===== src/rtl/brc_pkg.sv =====
package brc_pkg;
  localparam int BYTE_W  = 8;
  localparam int TYPE_W  = 18;
  localparam int REG_W   = 3;

  localparam int B_USER     = 0;
  localparam int B_KERNEL   = 1;
  localparam int B_CALL     = 2;
  localparam int B_RET      = 3;
  localparam int B_SYSCALL  = 4;
  localparam int B_SYSRET   = 5;
  localparam int B_INT      = 6;
  localparam int B_IRET     = 7;
  localparam int B_COND     = 8;
  localparam int B_JUMP     = 9;
  localparam int B_IRQ      = 10;
  localparam int B_INDCALL  = 11;
  localparam int B_ABORT    = 12;
  localparam int B_ZCALL    = 15;
  localparam int B_INDJMP   = 17;

  typedef logic [TYPE_W-1:0] brtype_t;

  function automatic brtype_t tbit(input int pos);
    return brtype_t'(1) << pos;
  endfunction

  localparam brtype_t PRIV_MASK = brtype_t'(3);
endpackage


===== src/rtl/brc_opdecode.sv =====
module brc_opdecode
  import brc_pkg::*;
(
  input  logic [BYTE_W-1:0] lead_byte,
  input  logic [BYTE_W-1:0] second_byte,
  input  logic [REG_W-1:0]  modrm_reg,
  input  logic              imm_zero,
  output brtype_t           raw_type,
  output logic              ring_entry
);
  function automatic brtype_t decode_escape(input logic [BYTE_W-1:0] b);
    case (b) inside
      8'h05, 8'h34:      return tbit(B_SYSCALL);
      8'h07, 8'h35:      return tbit(B_SYSRET);
      [8'h80:8'h8F]:     return tbit(B_COND);
      default:           return '0;
    endcase
  endfunction

  function automatic brtype_t decode_group(input logic [REG_W-1:0] r);
    case (r)
      3'd2, 3'd3: return tbit(B_INDCALL);
      3'd4, 3'd5: return tbit(B_INDJMP);
      default:    return '0;
    endcase
  endfunction

  function automatic brtype_t decode_lead(input logic [BYTE_W-1:0] b0,
                                         input logic [BYTE_W-1:0] b1,
                                         input logic [REG_W-1:0]  r,
                                         input logic              iz);
    case (b0) inside
      8'h0F:                       return decode_escape(b1);
      [8'h70:8'h7F], [8'hE0:8'hE3]: return tbit(B_COND);
      8'hC2, 8'hC3, 8'hCA, 8'hCB:  return tbit(B_RET);
      8'hCF:                       return tbit(B_IRET);
      [8'hCC:8'hCE]:               return tbit(B_INT);
      8'hE8:                       return iz ? tbit(B_ZCALL) : tbit(B_CALL);
      8'h9A:                       return tbit(B_CALL);
      [8'hE9:8'hEB]:               return tbit(B_JUMP);
      8'hFF:                       return decode_group(r);
      default:                     return '0;
    endcase
  endfunction

  always_comb begin
    raw_type   = decode_lead(lead_byte, second_byte, modrm_reg, imm_zero);
    ring_entry = raw_type[B_SYSCALL] | raw_type[B_INT];
  end
endmodule


===== src/rtl/brc_privfold.sv =====
module brc_privfold
  import brc_pkg::*;
(
  input  brtype_t raw_type,
  input  logic    ring_entry,
  input  logic    op_ok,
  input  logic    abort_in,
  input  logic    src_kernel,
  input  logic    dst_kernel,
  input  logic    src_zero,
  input  logic    dst_zero,
  output brtype_t final_type,
  output logic    fold_to_irq
);
  brtype_t tgt_priv;
  brtype_t folded;
  logic    ring_cross;

  always_comb begin
    tgt_priv    = dst_kernel ? tbit(B_KERNEL) : tbit(B_USER);
    ring_cross  = !src_kernel && dst_kernel;
    fold_to_irq = ring_cross && !ring_entry;
    folded      = fold_to_irq ? tbit(B_IRQ) : raw_type;

    if (src_zero || dst_zero)
      final_type = '0;
    else if (abort_in)
      final_type = tbit(B_ABORT) | tgt_priv;
    else if (!op_ok)
      final_type = tbit(B_ABORT);
    else if (folded == '0)
      final_type = '0;
    else
      final_type = folded | tgt_priv;
  end
endmodule


===== src/rtl/brc_classifier.sv =====
module brc_classifier
  import brc_pkg::*;
(
  input  logic                clk,
  input  logic                rst_n,
  input  logic                in_valid,
  input  logic                op_ok,
  input  logic [BYTE_W-1:0]   lead_byte,
  input  logic [BYTE_W-1:0]   second_byte,
  input  logic [BYTE_W-1:0]   modrm,
  input  logic                imm_zero,
  input  logic                src_kernel,
  input  logic                dst_kernel,
  input  logic                abort_in,
  input  logic                src_zero,
  input  logic                dst_zero,
  output logic                out_valid,
  output logic [TYPE_W-1:0]   br_class
);
  localparam int REG_LSB = 3;

  logic [REG_W-1:0] modrm_reg;
  brtype_t          raw_type;
  brtype_t          next_class;
  logic             ring_entry;
  logic             fold_to_irq;
  logic             unused_modrm;

  assign modrm_reg    = modrm[REG_LSB +: REG_W];
  assign unused_modrm = &{1'b0, modrm[BYTE_W-1:REG_LSB+REG_W], modrm[REG_LSB-1:0]};

  brc_opdecode u_dec (
    .lead_byte   (lead_byte),
    .second_byte (second_byte),
    .modrm_reg   (modrm_reg),
    .imm_zero    (imm_zero),
    .raw_type    (raw_type),
    .ring_entry  (ring_entry)
  );

  brc_privfold u_fold (
    .raw_type    (raw_type),
    .ring_entry  (ring_entry),
    .op_ok       (op_ok),
    .abort_in    (abort_in),
    .src_kernel  (src_kernel),
    .dst_kernel  (dst_kernel),
    .src_zero    (src_zero),
    .dst_zero    (dst_zero),
    .final_type  (next_class),
    .fold_to_irq (fold_to_irq)
  );

  always_ff @(posedge clk) begin
    if (!rst_n) begin
      out_valid <= 1'b0;
      br_class  <= '0;
    end else begin
      out_valid <= in_valid;
      if (in_valid)
        br_class <= next_class;
    end
  end

  // output-valid follows input-valid by one cycle
  p_valid_latency_r10: assert property (@(posedge clk) disable iff (!rst_n)
    in_valid |=> out_valid);
  p_valid_idle_r10: assert property (@(posedge clk) disable iff (!rst_n)
    !in_valid |=> !out_valid);
  // code holds while no new input arrives
  p_hold_r10: assert property (@(posedge clk) disable iff (!rst_n)
    !in_valid |=> $stable(br_class));
  // zero address gives empty code
  p_zero_addr_r1: assert property (@(posedge clk) disable iff (!rst_n)
    in_valid && (src_zero || dst_zero) |=> br_class == '0);
  // abort carries target privilege only
  p_abort_r2: assert property (@(posedge clk) disable iff (!rst_n)
    in_valid && abort_in && !src_zero && !dst_zero |=>
      br_class == (tbit(B_ABORT) | ($past(dst_kernel) ? tbit(B_KERNEL) : tbit(B_USER))));
  // unreadable opcode reports bare abort
  p_undecodable_r3: assert property (@(posedge clk) disable iff (!rst_n)
    in_valid && !op_ok && !abort_in && !src_zero && !dst_zero |=> br_class == tbit(B_ABORT));
  // user-to-kernel non-entry change lands on irq
  p_fold_irq_r8: assert property (@(posedge clk) disable iff (!rst_n)
    in_valid && op_ok && !abort_in && !src_zero && !dst_zero && fold_to_irq |=>
      br_class == (tbit(B_IRQ) | tbit(B_KERNEL)));
  // at most one type bit and at most one privilege bit
  p_type_onehot_r9: assert property (@(posedge clk) disable iff (!rst_n)
    $onehot0(br_class & ~PRIV_MASK));
  p_priv_onehot_r9: assert property (@(posedge clk) disable iff (!rst_n)
    $onehot0(br_class & PRIV_MASK));
endmodule


===== config.mk =====
export PLATFORM = sky130hd
export DESIGN_NAME = brc_classifier
export DESIGN_NICKNAME = d
export VERILOG_FILES = /design/src/rtl/brc_pkg.sv /design/src/rtl/brc_opdecode.sv /design/src/rtl/brc_privfold.sv /design/src/rtl/brc_classifier.sv
export SDC_FILE = /design/constraint.sdc
export NUM_CORES = 1
export LEC_CHECK = 0
export ABC_CLOCK_PERIOD_IN_PS = 1700
export BUFFER_PORTS_ARGS = -buffer_cell sky130_fd_sc_hd__buf_2
export CORE_AREA = 2 2 53 65
export CTS_CLUSTER_SIZE = 40
export DETAILED_ROUTE_END_ITERATION = 16
export DIE_AREA = 0 0 55 67
export PLACE_DENSITY = 0.75
export RECOVER_POWER = 100
export SLEW_MARGIN = 0
export SYNTH_ARGS = -nofsm -noshare
export SYNTH_HDL_FRONTEND = slang
export SYNTH_SLANG_ARGS = --single-unit

===== constraint.sdc =====
create_clock -name clk -period 1.7 [get_ports clk]
set_clock_uncertainty 0.1 [all_clocks]
set_input_delay 0.085 -clock clk [delete_from_list [all_inputs] [get_ports clk]]
set_output_delay 0.085 -clock clk [all_outputs]
set_load 0.05 [all_outputs]

==> metrics.md, run 1 <==
| Metric | Value |
|---|---|
| RR Startpoint | `br_class[17]` |
| Async SR Flop Fraction | `0` |
| Starting DRC count in detailed routing | `35` |
| Post-CTS Setup Bufs | `0` |
| Crit end category | `flip-flop` |
| Worst EP arrival | `between 1500 and 2000 ps` |
| Diode count | `0` |
| Crit-path max cell delay | `approximately 520 ps` |
| Gr ovfl total | `0` |
| TritonCTS clock tree | `done` |
| CTS root buffer | `clkbuf_4` |
| Post-Route WL | `2.85 mm` |
| Setup TNS | `0 ps` |
| Vias | `roughly 1,200` |
| Crit Path Max Fanout | `6` |
| GRT Total Usage | `0.170` |
| Maximum vdd drop | `roughly 0.00030 V` |
| F_max | `around 0.63 GHz` |
| P_leak | `0.554 nW` |
| Worst slew margin | `0.603` |
| P_sw | `between 0.0002 and 0.00025 W` |
| Synth Cell Area | `0.00102 mm2` |
| Synthesized flop and latch total | `16` |
| Yosys cell types | `39` |
| Type of origin of the critical path | `input port` |
| Clock Tree Buf Depth | `2` |
| Cells after synthesis | `approximately 130` |
| Largest net degree at the start of global routing | `19` |
| Initial antenna violation count | `0` |
| P per Cell Area | `560 mW/mm2` |
| Final hold viol count | `0` |
| Internal power | `0.000579 W` |
| Layout cell share with drive strength beyond 1 | `0.288` |
| Sequential power share | `0.470` |
| Htree depth | `1` |
| Sw frac | `0.280` |
| Final count of negative-setup-slack endpoints | `0` |
| Crit Path Category | `input port to flip-flop` |
| Reg2reg path depth | `3` |
| Final Util | `0.474` |
| Status | `completed` |
| Seq/Total Area, Yosys | `0.314` |
| Crit-path slowest cell | `or4b_1` |
| Buffers added on ports | `43` |
| Post-synth EDFFs | `0` |
| Chip width | `about 55 um` |
| Capturing point of the worst reg2reg path | `br_class[17]` |
| Clk pwr share | `0.323` |
| R2R setup slack | `880 ps` |
| DP Wirelength | `between 2 and 2.5 mm` |
| Die height | `67 um` |
| Drt first pass iters | `4` |
| Req. time, crit path | `~1800 ps` |
| Max cap viols | `0` |
| Starting Density | `0.336` |
| Hold path cells | `4` |
| CTS sink cnt | `16` |
| Reg clk slew, reported paths | `100 ps` |
| Die ar. | `between 0.003 and 0.004 mm2` |
| Vias in the first global route | `between 1,000 and 1,500` |
| HP Start | `op_ok` |
| Comb pwr share | `0.207` |
| Nets | `around 230` |
| Global-route wire length before repair | `4.50 mm` |
| Worst Hold End | `br_class[12]` |
| Via density | `~5.1` |
| Max-slew violations | `0` |
| Min Hold Slack | `between 40 and 50 ps` |
| Area Overhead vs Synth | `41.0%` |
| Worst slew pin tran | `approximately 600 ps` |
| RSZ-0062 raised after global routing | `false` |
| Num CTS Buffers | `3` |
| DRC | `0` |
| Worst hold path class | `input port to flip-flop` |
| IO Count | `between 50 and 60` |
| Ys Warns | `0` |
| Core outline area | `between 0.003 and 0.004 mm2` |
| Main synth FF type | `dfxtp_1` |
| Clock Latency Late Sink | `roughly 290 ps` |
| Post-DR wirelength/cell | `12.6 um` |
| Mean Syn Cell Area | `roughly 8 um2` |
| Crit path cell chain | `buf_2 -> or4b_1 -> or3_1 -> o21a_1 -> a21oi_2 -> a211oi_1 -> o31ai_1` |
| Period minus WS final | `about 1600 ps` |
| Row cnt | `22` |
| Post-route ant nets | `0` |
| GP Congestion | `0.811` |
| Period utilization | `0.939` |
==> power by group through the flow <==
stage / combinational [W] / sequential, W / clock (W)
floorplan: 0.0000734 / 0.000397 / 0
global placement: 0.000158 / 0.000387 / 0
detailed placement: 0.000160 / 0.000387 / 0
CTS: 0.000166 / 0.000378 / 0.000266
global route: 0.000182 / 0.000379 / 0.000284
finish: 0.000166 / 0.000378 / 0.000260
==> logic make-up (layout without fill, tap and decap cells) <==
group | count (synthesis) | count (layout) | share of synthesized area
AOI/OAI and AO/OA | 28 | 28 | 0.198
DFF | 16 | 16 | 0.314
buffers and inverters | 19 | 81 | 0.0811
other | 1 | 3 | 0.00368
and+or+nand+nor | 63 | 63 | 0.403
==> cell type report <==
class | instances | area [um2]
Sequential cell | 16 | 320
Clock buffer | 4 | 36.3
Inverter | 13 | 48.8
Multi-Input combinational cell | 94 | 629
Timing Repair Buffer | 64 | 357
Tap cell | 36 | 45.0
Fill cell | 317 | 1590
==> per-layer routing <==
metal  track usage  part of all wire  vias to the layer above
met5             0                 0                        -
met4         0.101             0.028                        0
met3        0.0135             0.063                        7
met2         0.283              0.48                       39
met1         0.206              0.43                      522
li1              -                 -                      585
==> worst max path at each step <==
stage / to / depth (start not counted) / slack (ps) / startpoint
global placement: br_class[15] / 7 / -130 / second_byte[3]
finish: br_class[1] / 7 / 100 / lead_byte[5]
detailed placement: br_class[15] / 7 / -180 / second_byte[3]
CTS: br_class[15] / 7 / 130 / second_byte[3]
floorplan: br_class[15] / 6 / 20 / second_byte[3]
global route: br_class[7] / 7 / 3 / second_byte[3]
==> cells in the mapped netlist, types with 2 or more instances <==
cell type | number | share of area
nor2b_1 | 2 | 0.012
nand4_1 | 2 | 0.012
nand3b_1 | 8 | 0.059
buf_4 | 3 | 0.022
o32ai_1 | 6 | 0.052
or4b_1 | 2 | 0.020
o22ai_1 | 6 | 0.037
nor2_1 | 6 | 0.022
nand3_1 | 4 | 0.020
clkbuf_1 | 3 | 0.011
nand2b_1 | 5 | 0.031
a21oi_1 | 4 | 0.020
o31ai_1 | 2 | 0.015
nand4bb_1 | 2 | 0.022
and2_1 | 14 | 0.086
nand2_1 | 7 | 0.026
dfxtp_1 | 16 | 0.31
inv_1 | 13 | 0.048
or3_1 | 2 | 0.012
==> state kept, by name, summed over array words and instances, names as in the netlist <==
| register | cells |
|---|---|
| out_valid | 1 |
| br_class | 15 |
==> timing repair <==
action,4_1_cts,5_1_grt
setup endpoints to repair,0,7
hold buffers,3,0
hold endpoints to repair,3,0
resized for setup,0,1
==> critical path, delay by kind of cell <==
family	cells	cell delay [ps]
buf+inv	1	130
compound gates	4	600
simple gates	2	880
==> cells in the final DEF, fill, tap and decap left out, types with 2 or more instances in the layout <==
master and count:
clkbuf_1 17, a21oi_1 4, nor2_1 6, or4b_1 2, dlygate4sd3_1 3, buf_4 17
nand2_1 7, clkbuf_4 3, o22ai_1 6, o31ai_1 2, nor2b_1 2, buf_2 27
and2_1 8, nand4_1 2, nand3b_1 8, or3_1 2, nand3_1 4, conb_1 3
nand4bb_1 2, nand2b_1 5, dfxtp_1 16, inv_1 13, o32ai_1 6, and2_0 6
==> per-stage QoR <==
stage	area [um2]	cells	total power [W]	worst slack (ps)
after floorplan	1030	129	0.000470	17.6
after global placement	1390	220	0.000545	-129
after detailed placement	1390	220	0.000547	-179
after CTS	1450	227	0.000810	133
after global routing	1440	227	0.000845	3.46
final	1440	227	0.000805	103
(Power assumes the default switching activity.)
==> inputs of run 2 (changes only) <==
--- a/config.mk
+++ b/config.mk
@@ -7,11 +7,11 @@
 export LEC_CHECK = 0
 export ABC_CLOCK_PERIOD_IN_PS = 1700
 export BUFFER_PORTS_ARGS = -buffer_cell sky130_fd_sc_hd__buf_2
-export CORE_AREA = 2 2 53 65
+export CORE_AREA = 2 2 50 61
 export CTS_CLUSTER_SIZE = 40
 export DETAILED_ROUTE_END_ITERATION = 16
-export DIE_AREA = 0 0 55 67
-export PLACE_DENSITY = 0.75
+export DIE_AREA = 0 0 52 63
+export PLACE_DENSITY = 0.83
 export RECOVER_POWER = 100
 export SLEW_MARGIN = 0
 export SYNTH_ARGS = -nofsm -noshare
==> metrics.md, run 2 (synthesized netlist as in run 1, its figures left out) <==
| Metric | Value |
|---|---|
| Diode count | `0` |
| Starting Density | `0.376` |
| P_sw | `about 0.00023 W` |
| GRT Total Usage | `0.179` |
| Post-Route WL | `roughly 2.9 mm` |
| Type of origin of the critical path | `input port` |
| Die ar. | `0.00328 mm2` |
| Initial antenna violation count | `0` |
| Req. time, crit path | `approximately 1800 ps` |
| Max FFs per register | `15` |
| CTS sink cnt | `16` |
| Setup crit end | `br_class[7]` |
| Worst slew margin | `0.602` |
| Clk pwr share | `0.323` |
| Biggest regs | `br_class x15, out_valid x1` |
| Final count of negative-setup-slack endpoints | `0` |
| Max-slew violations | `0` |
| Status | `completed` |
| Starting DRC count in detailed routing | `between 40 and 50` |
| Most frequent cells in the layout | `buf_2 (27), clkbuf_1 (17), dfxtp_1 (16), buf_4 (14), inv_1 (13)` |
| Global-route wire length before repair | `between 4 and 5 mm` |
| CP bufs+invs | `1` |
| Layout cell share with drive strength beyond 1 | `0.294` |
| Row cnt | `21` |
| Crit-path slowest cell | `or4b_4` |
| Via density | `5.24` |
| CP Depth | `7` |
| P per Cell Area | `~560 mW/mm2` |
| RSZ-0062 raised after global routing | `false` |
| Crit end category | `flip-flop` |
| F_max | `about 0.6 GHz` |
| Total power | `about 0.0008 W` |
| Area Overhead vs Synth | `41.0%` |
| Commonest non-fill, non-tap cell in the layout | `buf_2` |
| Biggest register | `br_class` |
| Sw frac | `0.283` |
| Drt first pass iters | `4` |
| DP Wirelength | `2.17 mm` |
| Crit Path Max Fanout | `5` |
| Period utilization | `0.954` |
| Crit-path max cell delay | `approximately 540 ps` |
| Largest net degree at the start of global routing | `19` |
| Maximum vdd drop | `roughly 0.00033 V` |
| Hold path cells | `4` |
| Worst hold path class | `input port to flip-flop` |
| Chip width | `52 um` |
| DRC | `0` |
| Clock Tree Buf Depth | `2` |
| Vias in the first global route | `~1,100` |
| Nets | `~220` |
| Die height | `between 60 and 70 um` |
| Vias | `roughly 1,200` |
| CP startpoint | `second_byte[3]` |
| TritonCTS clock tree | `done` |
| Reg clk slew, reported paths | `~100 ps` |
| Worst EP arrival | `1760 ps` |
| Internal power | `slightly below 0.0006 W` |
| Capturing point of the worst reg2reg path | `br_class[11]` |
| R2R setup slack | `840 ps` |
| Buffers added on ports | `43` |
| Gr ovfl total | `0` |
| Post-CTS Setup Bufs | `0` |
| Sequential power share | `0.470` |
| Top cell family by delay on the critical path | `simple AND/OR/NAND/NOR gates` |
| Crit Path Category | `input port to flip-flop` |
| IO Count | `53` |
| Htree depth | `1` |
| Final Util | `0.531` |
| Comb pwr share | `0.207` |
| CTS root buffer | `clkbuf_4` |
| Filler cell count | `approximately 280` |
| Post-route ant nets | `0` |
| Worst slew pin tran | `between 600 and 700 ps` |
| Core outline area | `0.00271 mm2` |
| Reg2reg path depth | `3` |
| Final hold viol count | `0` |
| Max cap viols | `0` |
| RR Startpoint | `br_class[11]` |
| GP Congestion | `roughly 0.83` |
| Period minus WS final | `1620 ps` |
| P_leak | `around 0.55 nW` |
| Num CTS Buffers | `3` |
| Post-DR wirelength/cell | `~13 um` |
| Clock Latency Late Sink | `a little under 300 ps` |
| Crit path cell chain | `buf_2 -> or4b_4 -> nor4_4 -> nor3b_4 -> o21ai_4 -> o32ai_1 -> and2_1` |
run 2: power groups by stage:
stage / registers, W / logic [W] / clock network [W]
2_1_floorplan: 0.000397 / 0.0000734 / 0
3_3_place_gp: 0.000387 / 0.000154 / 0
3_5_place_dp: 0.000387 / 0.000156 / 0
4_1_cts: 0.000378 / 0.000161 / 0.000259
5_1_grt: 0.000379 / 0.000181 / 0.000275
6_report: 0.000378 / 0.000167 / 0.000260
run 2: tightest hold or removal path: stages:
cell      delay, ps
buf_2            70
nor2_1           50
nand3_1          70
a21boi_0         80
run 2: per-stage QoR:
step	instances	setup TNS [ps]	hold slack, ps	worst slack [ps]	instance area (um2)
global placement	215	-700	200	-130	1360
floorplan	129	0	88.5	17.6	1030
detailed placement	215	-1600	199	-247	1360
finish	221	0	1.01	77.9	1440
CTS	221	0	11.7	57.7	1420
global route	221	0	67.9	3.70	1440
run 2: layer usage:
metal,up-vias,share of wire,track usage
met5,-,0,0
met4,0,0.018,0.0691
met3,5,0.071,0.0167
met2,51,0.52,0.320
met1,530,0.39,0.212
li1,573,-,-
run 2: what timing repair did:
action / CTS / global route
endpoints found under the setup margin: 0 / 3
gates resized for setup: 0 / 6
hold buffers: 2 / 0
hold endpoints to repair: 2 / 0
run 2: how the worst min path moves through the flow:
stage / slack, ps / endpoint / from
after floorplan: 90 / br_class[0] / dst_kernel
after detailed placement: 200 / br_class[0] / dst_kernel
after global placement: 200 / br_class[0] / dst_kernel
after global routing: 70 / br_class[12] / src_zero
final: 1 / br_class[12] / src_zero
after CTS: 10 / br_class[12] / src_zero
run 2: final cells by class:
class,count,area [um2],area share
repair buffers,60,324,0.226
flip-flops and latches,16,320,0.223
inverters,13,48.8,0.0340
multi-input cells,94,664,0.463
clock buffers,4,36.3,0.0253
well taps,34,42.5,0.0296
==> inputs of run 3 (changes only) <==
--- a/config.mk
+++ b/config.mk
@@ -6,7 +6,7 @@
 export NUM_CORES = 1
 export LEC_CHECK = 0
 export ABC_CLOCK_PERIOD_IN_PS = 1700
-export BUFFER_PORTS_ARGS = -buffer_cell sky130_fd_sc_hd__buf_2
+export BUFFER_PORTS_ARGS = -buffer_cell sky130_fd_sc_hd__clkbuf_2
 export CORE_AREA = 2 2 50 61
 export CTS_CLUSTER_SIZE = 40
 export DETAILED_ROUTE_END_ITERATION = 16
==> constraint.sdc (replaced) <==
create_clock -name clk -period 1.7 [get_ports clk]
set_clock_uncertainty 0.1 [all_clocks]
set_input_delay 0.085 -clock clk [delete_from_list [all_inputs] [get_ports clk]]
set_output_delay 0.085 -clock clk [all_outputs]
set_load 0.01 [all_outputs]
==> metrics.md, run 3 (synthesized netlist as in run 1, its figures left out) <==
| Metric | Value |
|---|---|
| Chip width | `approximately 52 um` |
| Crit Path Max Fanout | `5` |
| Finished Layout Cells | `between 200 and 250` |
| Initial antenna violation count | `0` |
| Nets | `~220` |
| IO Count | `53` |
| GRT Total Usage | `0.171` |
| Largest net degree at the start of global routing | `19` |
| Max FFs per register | `15` |
| Req. time, crit path | `between 1500 and 2000 ps` |
| Commonest non-fill, non-tap cell in the layout | `clkbuf_2` |
| Period utilization | `0.938` |
| P per Cell Area | `557 mW/mm2` |
| Crit-path slowest cell | `or4b_1` |
| Max-slew violations | `0` |
| Reg2reg path depth | `3` |
| Die ar. | `approximately 0.0033 mm2` |
| Gr ovfl total | `0` |
| Worst EP arrival | `around 1700 ps` |
| CP Depth | `7` |
| Layout cell share with drive strength beyond 1 | `0.262` |
| Worst hold path class | `input port to flip-flop` |
| Biggest register | `br_class` |
| DP Wirelength | `around 2.2 mm` |
| Crit end category | `flip-flop` |
| Post-DR wirelength/cell | `12.3 um` |
| Crit Path Category | `input port to flip-flop` |
| Most frequent cells in the layout | `clkbuf_2 (26), clkbuf_1 (19), dfxtp_1 (16), inv_1 (13), buf_4 (13)` |
| Top cell family by delay on the critical path | `simple AND/OR/NAND/NOR gates` |
| Area Overhead vs Synth | `36.1%` |
| Drt first pass iters | `6` |
| Status | `completed` |
| Diode count | `0` |
| Clock Tree Buf Depth | `2` |
| CP bufs+invs | `1` |
| GP Congestion | `0.837` |
| Htree depth | `1` |
| F_max | `roughly 0.63 GHz` |
| Reg clk slew, reported paths | `about 90 ps` |
| Post-route ant nets | `0` |
| Type of origin of the critical path | `input port` |
| Starting Density | `0.376` |
| Crit path cell chain | `clkbuf_2 -> or4b_1 -> nor4_2 -> nor3b_2 -> o21ai_2 -> o32ai_1 -> and2_0` |
| Worst slew margin | `0.596` |
| Placed cell count | `between 200 and 250` |
| Via density | `just over 5` |
| Num CTS Buffers | `3` |
| Maximum vdd drop | `between 0.0002 and 0.0003 V` |
| Die height | `roughly 63 um` |
| Max cap viols | `0` |
| Pre-CTS setup slack | `-203 ps` |
| P_leak | `between 0.5 and 0.6 nW` |
| Crit-path max cell delay | `about 530 ps` |
| Worst slew pin tran | `606 ps` |
| Row cnt | `21` |
| Final worst slack | `around 100 ps` |
| Hold path cells | `4` |
| CTS root buffer | `clkbuf_4` |
| Final Util | `0.512` |
| Buffers added on ports | `between 40 and 50` |
| Min Hold Slack | `roughly 15 ps` |
| CTS sink cnt | `16` |
| Vias | `about 1,100` |
| Biggest regs | `br_class x15, out_valid x1` |
| Period minus WS final | `between 1500 and 2000 ps` |
| R2R setup slack | `around 870 ps` |
| RSZ-0062 raised after global routing | `false` |
| Clock Latency Late Sink | `slightly below 300 ps` |
| Vias in the first global route | `about 1,000` |
| Post-Route WL | `2.71 mm` |
| Total power | `approximately 0.00077 W` |
| Starting DRC count in detailed routing | `29` |
| DRC | `0` |
| Global-route wire length before repair | `roughly 4.3 mm` |
| TritonCTS clock tree | `done` |
| Core outline area | `between 0.002 and 0.003 mm2` |
| Final hold viol count | `0` |
| Final count of negative-setup-slack endpoints | `0` |
[run 3: cell types whose count changed in the layout (fill, tap and decap cells not counted), sizes merged]
cell and delta:
clkbuf +28, buf -28
[run 3: worst paths after layout]
check / startpoint / end
setup / recovery: second_byte[3] / br_class[7]
hold / removal: src_zero / br_class[12]
setup reg to reg: br_class[17] / br_class[17]
hold reg to reg: br_class[1] / br_class[1]
[run 3: worst reg2reg max path: cells and delay by family (launching register included)]
kind	cells	cell delay [ps]
buffers and inverters	1	50
flip-flops	1	350
AO/OA/AOI/OAI	1	140
AND/OR/NAND/NOR	1	140
[run 3: per-layer routing]
layer / up-vias / global-route usage / wire length (um)
li1: 575 / - / -
met1: 509 / 0.210 / 1150
met2: 50 / 0.285 / 1330
met3: 7 / 0.0167 / 172
met4: 0 / 0.0888 / 61
met5: - / 0 / 0
[run 3: repair_timing]
item	in CTS	in global routing
hold buffers	2	0
gates resized for setup	0	0
buffers inserted	0	0
endpoints found under the hold margin	2	0
[run 3: power breakdown]
part	switching, W	internal (W)	total, W	leakage [nW]
Combinational	0.0000741	0.0000670	0.000141	0.374
Sequential	0.000000957	0.000377	0.000378	0.129
Clock	0.000122	0.000131	0.000253	0.0210
[run 3: final cells by class]
type                    count  area, um2
inverters                  13       48.8
multi-input cells          94        619
clock buffers               4       36.3
well taps                  34       42.5
repair buffers             60        319
flip-flops and latches     16        320
fillers                   286       1320
[run 3: per-stage QoR]
step                      TNS, ps  area (um2)
after global placement       -622        1360
after global routing            0        1390
after CTS                       0        1420
after floorplan                 0        1030
after detailed placement    -1200        1360
final                           0        1390
